**src/rtl/e1rs_pkg.sv**
```systemverilog
package e1rs_pkg;

    localparam int EVT_CAS_BIT = 0;
    localparam int EVT_FAS_BIT = 1;
    localparam int EVT_CRC_BIT = 2;
    localparam int N_EVT       = 3;
    localparam int STATUS_W    = 8;

    // One strobed check result from the framer
    typedef struct packed {
        logic vld;
        logic err;
    } chk_t;

    // Criterion vector; packed order gives crc at bit 2 and cas at bit 0
    typedef struct packed {
        logic crc;
        logic fas;
        logic cas;
    } crit_t;

    typedef enum logic [1:0] {
        CHK_IDLE = 2'd0,
        CHK_GOOD = 2'd1,
        CHK_BAD  = 2'd2
    } chk_kind_e;

    function automatic chk_kind_e classify(chk_t c);
        if (!c.vld)
            return CHK_IDLE;
        else if (c.err)
            return CHK_BAD;
        else
            return CHK_GOOD;
    endfunction

    function automatic logic [STATUS_W-1:0] pack_status(crit_t c);
        return {{(STATUS_W-N_EVT){1'b0}}, c};
    endfunction

endpackage

```
**src/rtl/e1rs_run_det.sv**
```systemverilog
module e1rs_run_det
    import e1rs_pkg::*;
#(
    parameter int RUN = 3
) (
    input  logic clk,
    input  logic rst,
    input  chk_t chk,
    output logic hit
);
    localparam int CW = $clog2(RUN + 1);
    localparam logic [CW-1:0] LIM    = CW'(RUN);
    localparam logic [CW-1:0] LIM_M1 = CW'(RUN - 1);

    logic [CW-1:0] cnt_q, cnt_d;
    chk_kind_e     kind;

    always_comb begin
        kind  = classify(chk);
        hit   = (kind == CHK_BAD) && (cnt_q >= LIM_M1);
        cnt_d = cnt_q;
        case (kind)
            CHK_GOOD: cnt_d = '0;
            CHK_BAD:  cnt_d = (cnt_q == LIM) ? cnt_q : cnt_q + 1'b1;
            default:  cnt_d = cnt_q;
        endcase
    end

    always_ff @(posedge clk) begin
        if (rst)
            cnt_q <= '0;
        else
            cnt_q <= cnt_d;
    end
endmodule

```
**src/rtl/e1rs_blk_cnt.sv**
```systemverilog
module e1rs_blk_cnt
    import e1rs_pkg::*;
#(
    parameter int BLOCK = 1000,
    parameter int LIMIT = 915
) (
    input  logic clk,
    input  logic rst,
    input  chk_t chk,
    output logic hit
);
    localparam int CNT_W = $clog2(BLOCK + 1);
    localparam logic [CNT_W-1:0] LAST = CNT_W'(BLOCK - 1);
    localparam logic [CNT_W:0]   THR  = (CNT_W+1)'(LIMIT);

    logic [CNT_W-1:0] cw_q, err_q;
    logic [CNT_W:0]   err_tot;
    logic             last;

    always_comb begin
        last    = (cw_q == LAST);
        err_tot = {1'b0, err_q} + (CNT_W+1)'(chk.err);
        hit     = chk.vld && last && (err_tot >= THR);
    end

    always_ff @(posedge clk) begin
        if (rst) begin
            cw_q  <= '0;
            err_q <= '0;
        end else if (chk.vld) begin
            if (last) begin
                cw_q  <= '0;
                err_q <= '0;
            end else begin
                cw_q  <= cw_q + 1'b1;
                err_q <= err_tot[CNT_W-1:0];
            end
        end
    end
endmodule

```
**src/rtl/e1rs_evt_reg.sv**
```systemverilog
module e1rs_evt_reg #(
    parameter int N = 3
) (
    input  logic         clk,
    input  logic         rst,
    input  logic [N-1:0] set_i,
    input  logic [N-1:0] clr_i,
    output logic [N-1:0] evt_q
);
    for (genvar k = 0; k < N; k++) begin : g_bit
        always_ff @(posedge clk) begin
            if (rst)
                evt_q[k] <= 1'b0;
            else if (set_i[k])
                evt_q[k] <= 1'b1;
            else if (clr_i[k])
                evt_q[k] <= 1'b0;
        end
    end
endmodule

```
**src/rtl/e1_resync_monitor.sv**
```systemverilog
module e1_resync_monitor
    import e1rs_pkg::*;
#(
    parameter int FAS_RUN   = 3,
    parameter int CAS_RUN   = 2,
    parameter int CRC_BLOCK = 1000,
    parameter int CRC_LIMIT = 915
) (
    input  logic       clk,
    input  logic       rst,
    input  logic       fas_chk_vld,
    input  logic       fas_chk_err,
    input  logic       cas_chk_vld,
    input  logic       cas_chk_err,
    input  logic       crc_chk_vld,
    input  logic       crc_chk_err,
    input  logic       fas_search,
    input  logic       cas_search,
    input  logic       crc_search,
    input  logic       clr_wr,
    input  logic [2:0] clr_mask,
    output logic [7:0] event_status,
    output logic [2:0] search_status
);
    chk_t  fas_c, cas_c, crc_c;
    crit_t hits, evts, clrs;

    assign fas_c = '{vld: fas_chk_vld, err: fas_chk_err};
    assign cas_c = '{vld: cas_chk_vld, err: cas_chk_err};
    assign crc_c = '{vld: crc_chk_vld, err: crc_chk_err};

    e1rs_run_det #(.RUN(FAS_RUN)) u_fas (
        .clk(clk), .rst(rst), .chk(fas_c), .hit(hits.fas)
    );

    e1rs_run_det #(.RUN(CAS_RUN)) u_cas (
        .clk(clk), .rst(rst), .chk(cas_c), .hit(hits.cas)
    );

    e1rs_blk_cnt #(.BLOCK(CRC_BLOCK), .LIMIT(CRC_LIMIT)) u_crc (
        .clk(clk), .rst(rst), .chk(crc_c), .hit(hits.crc)
    );

    assign clrs = clr_wr ? crit_t'(clr_mask) : '0;

    e1rs_evt_reg #(.N(N_EVT)) u_evt (
        .clk(clk), .rst(rst), .set_i(hits), .clr_i(clrs), .evt_q(evts)
    );

    assign event_status  = pack_status(evts);
    assign search_status = {fas_search, cas_search, crc_search};
endmodule

```
**config.mk**
```make
export PLATFORM = sky130hd
export DESIGN_NAME = e1_resync_monitor
export DESIGN_NICKNAME = d
export VERILOG_FILES = /design/src/rtl/e1rs_pkg.sv /design/src/rtl/e1rs_run_det.sv /design/src/rtl/e1rs_blk_cnt.sv /design/src/rtl/e1rs_evt_reg.sv /design/src/rtl/e1_resync_monitor.sv
export SDC_FILE = /design/constraint.sdc
export NUM_CORES = 1
export LEC_CHECK = 0
export ABC_AREA = 1
export BUFFER_PORTS_ARGS = -buffer_cell sky130_fd_sc_hd__buf_4
export CAP_MARGIN = 20
export CORE_AREA = 4 4 58 60
export CTS_BUF_LIST = sky130_fd_sc_hd__clkbuf_4 sky130_fd_sc_hd__clkbuf_8 sky130_fd_sc_hd__clkbuf_16
export DETAILED_ROUTE_END_ITERATION = 10
export DIE_AREA = 0 0 62 64
export PLACE_DENSITY = 0.76
export SYNTH_ARGS = -nofsm -noshare
export SYNTH_HDL_FRONTEND = slang
export SYNTH_SLANG_ARGS = --single-unit
```
**constraint.sdc**
```tcl
create_clock -name clk -period 1.9 [get_ports clk]
set_input_delay 0.19 -clock clk [delete_from_list [all_inputs] [get_ports clk]]
set_output_delay 0.19 -clock clk [all_outputs]
set_load 0.01 [all_outputs]
```
==> impl_metrics.py <==
metrics = {
    "run_status": {
        "outcome": "complete, no violations",
    },
    "final_layout": {
        "layout.core_utilization_pct": 55.9,
        "most-common-layout-cells": "73 x sky130_fd_sc_hd__nand2_1, 27 x sky130_fd_sc_hd__dfxtp_1, 25 x sky130_fd_sc_hd__nor2_1",
        "layout-area-overhead-vs-synth_pct": 7.30,
        "final_design_area_no_fill_mm2": 0.00164,
        "diodes": 0,
        "nets": 263,
        "most_common_cell_after_layout_fill_and_taps_aside": "sky130_fd_sc_hd__nand2_1",
        "layout-drive-gt1-share_pct": 11.3,
    },
    "hold_path": {
        "hp-start": "clr_mask[1]",
        "min-delay-path-class": "in2reg",
        "min_path_cells": 4,
        "holdPathEnd": "u_evt.evt_q[1]$_SDFFE_PP0P_",
    },
    "die": {
        "floorplan.rows": 20,
        "core-area_mm2": 0.00293,
        "die_width_um": 62,
        "design.portCount": 26,
        "die_height_um": 64,
        "initial_core_util_pct": 52.1,
        "design.die.area_mm2": 0.00397,
    },
    "setup_path": {
        "start_kind": "flop",
        "cp-end-kind": "flop",
        "reg2reg_slack_ns": 0.29,
        "cp_data_arrival_time_ns": 1.87,
        "rr_startpoint": "u_crc.err_q[0]$_SDFFE_PP0P_",
        "setup.worst_path.class": "reg2reg",
        "crit-reg2reg-capture": "u_evt.evt_q[2]$_SDFFE_PP0P_",
        "worst-path-max-fanout": 6,
        "worst_case_reg_to_reg_path_depth": 12,
        "crit_required_ns": 2.16,
    },
    "timing": {
        "final-hold-violation-count": 0,
        "final.period_utilization_pct": 84.6,
        "fin_ws_ns": 0.292,
        "maxClockFrequency_mhz": 622,
        "period_needed_ns": 1.61,
        "setup_total_negative_slack_ns": 0,
        "final.setup_skew_ns": 0.00854,
        "hold_ws_ns": 0.139,
        "final_max_slew_viol_count": 0,
        "rsz_0062_raised_after_global_routing": "false",
        "setup_viol": 0,
    },
    "place": {
        "postPlaceCellArea_mm2": 0.00161,
        "weighted_congestion_at_the_end_of_routability_driven_global_placement": 0.786,
        "placement.setup.worst_slack_ns": 0.334,
        "placement.io_buffers": 14,
        "detailed_place_hpwl_mm": 2.00,
    },
    "power": {
        "comb_power_share_pct": 9.1,
        "standby_leakage_power_nw": 0.662,
        "power.density_mw_per_mm2": 565,
        "intPower_mw": 0.709,
        "switching_share_pct": 23.4,
        "vdd.ir_drop.worst_v": 0.000495,
        "sequentialPowerShare_pct": 63.4,
        "clockPowerShare_pct": 27.5,
        "switchingPower_mw": 0.217,
    },
    "detailed_routing": {
        "detailedRoute.firstPassIterationCount": 4,
        "avgViaCountPerCell": 4.89,
        "topRoutingLayerUsed": "met4",
        "avgRoutedWirePerCell_um": 9.68,
        "wl_met1_mm": 1.34,
        "drt-initial-drc-count": 34,
        "ant_nets": 0,
        "routed_met2_length_mm": 1.17,
        "drcViolationCount": 0,
        "wire_length_on_met3_um": 105,
        "routed-via-count": 1329,
        "detail_route.wirelength_mm": 2.63,
    },
    "clock_tree": {
        "post-cts-setup-buffers": 0,
        "clk-insertion-delay-late_ns": 0.32,
        "clock_tree.htree_level_count": 1,
        "post_cts_resize_count": 0,
        "clk_tree_root_cell": "sky130_fd_sc_hd__clkbuf_4",
        "cts_num_sinks": 27,
        "post_cts_hold_buffer_count": 0,
        "ctsLongestPathBuffers": 2,
        "tritoncts_clock_tree": "yes",
        "number_of_buffers_created_by_cts": 3,
        "clk_pin_slew_ns": 0.14,
    },
    "yosys": {
        "synth_top_family_by_area": "simple AND/OR/NAND/NOR gates",
        "postSynthRegisterBits": 27,
        "synth.lib_cells_used.distinct": 26,
        "synth_adder_area_share_pct": 6.56,
        "synth_warnings": 0,
        "avgSynthCellArea_um2": 6.64,
        "synthesis.area_mm2": 0.00153,
        "synthSimpleGateAreaFrac_pct": 37.1,
        "postSynthCellCount": 230,
        "synthXorXnorAreaFrac_pct": 0,
        "mux_cell_area_share_after_synthesis_pct": 0,
        "synth-compound-area-share_pct": 9.26,
        "yosysSeqAreaShare_pct": 35.4,
    },
    "grt": {
        "grt_use_total_pct": 15.5,
        "antenna_found_initial": 0,
        "global_route.overflow_total": 0,
        "grt_pass1_wl_mm": 4.90,
        "first_global_vias": 1210,
        "grt_start_max_net_pins": 23,
    },
    "run": {
        "drv.max_cap_violation_count": 0,
    },
}
worst max-delay path, cell delays in order, from the launching register on:
cell	delay [ns]
sky130_fd_sc_hd__dfxtp_1	0.38
sky130_fd_sc_hd__ha_1	0.16
sky130_fd_sc_hd__ha_1	0.17
sky130_fd_sc_hd__nand2_2	0.11
sky130_fd_sc_hd__nor2_4	0.14
sky130_fd_sc_hd__nand3_1	0.09
sky130_fd_sc_hd__nand2_1	0.09
sky130_fd_sc_hd__nand2_1	0.06
sky130_fd_sc_hd__nor2_2	0.07
sky130_fd_sc_hd__nand2_1	0.05
sky130_fd_sc_hd__nand2_1	0.06
sky130_fd_sc_hd__nand2_1	0.06
sky130_fd_sc_hd__a21oi_2	0.11
kinds of logic after synthesis:
kind of cell,count (synthesis)
AND/OR/NAND/NOR,130
buffers and inverters,38
flip-flops,27
AO/OA/AOI/OAI,26
adder cells (fa/ha/maj),8
other,1
per-stage QoR:
stage / total power, mW / instances
4_1_cts: 0.946 / 272
6_report: 0.926 / 272
3_5_place_dp: 0.684 / 268
5_1_grt: 0.986 / 272
3_3_place_gp: 0.683 / 268
2_1_floorplan: 0.666 / 234
how the worst max path moves through the flow:
stage	start	end	slack [ns]	cells after the start
final	u_crc.err_q[0]$_SDFFE_PP0P_	u_evt.evt_q[2]$_SDFFE_PP0P_	0.29	12
after global routing	u_crc.err_q[0]$_SDFFE_PP0P_	u_evt.evt_q[2]$_SDFFE_PP0P_	0.08	12
after CTS	u_crc.err_q[0]$_SDFFE_PP0P_	u_evt.evt_q[2]$_SDFFE_PP0P_	0.29	12
after detailed placement	u_crc.err_q[0]$_SDFFE_PP0P_	u_evt.evt_q[2]$_SDFFE_PP0P_	0.33	12
after global placement	u_crc.cw_q[1]$_SDFFE_PP0P_	u_crc.cw_q[6]$_SDFFE_PP0P_	0.37	6
after floorplan	u_crc.err_q[0]$_SDFFE_PP0P_	u_evt.evt_q[2]$_SDFFE_PP0P_	0.48	11
registers in the layout (all words and copies together) (netlist names):
register,flops
u_cas.cnt_q,2
u_crc.cw_q,10
u_crc.err_q,10
u_evt.evt_q,3
u_fas.cnt_q,2
per-layer routing:
| layer | up-vias | GRT usage [%] |
|---|---|---|
| met5 | - | 0 |
| met4 | 0 | 3.98 |
| met3 | 2 | 2.02 |
| met2 | 25 | 23.4 |
| met1 | 568 | 22.7 |
| li1 | 734 | - |
synthesized netlist by cell type (all sizes together):
master / instances / area, µm²
a21oi: 17 / 88.8
a22oi: 2 / 15.0
buf: 9 / 65.1
clkbuf: 4 / 15.0
conb: 1 / 3.75
dfxtp: 27 / 541
ha: 8 / 100
inv: 25 / 93.8
nand2: 74 / 280
nand3: 11 / 60.1
nand4: 3 / 18.8
nor2: 28 / 123
nor3: 9 / 50.1
nor3b: 3 / 22.5
o21ai: 6 / 30.0
o21bai: 1 / 7.51
or2: 2 / 12.5
cell type report:
cell class / count / area (µm²)
fillers: 294 / 1290
multi-input cells: 169 / 827
flip-flops and latches: 27 / 541
repair buffers: 14 / 105
inverters: 25 / 93.8
well taps: 33 / 41.3
clock buffers: 4 / 30.0
power by group through the flow:
stage	Sequential, mW	Clock (mW)	Combinational [mW]
global placement	0.599	0	0.0844
detailed placement	0.599	0	0.0853
global route	0.589	0.298	0.0990
finish	0.586	0.255	0.0844
floorplan	0.597	0	0.0681
CTS	0.587	0.274	0.0854
(Power assumes the default switching activity.)
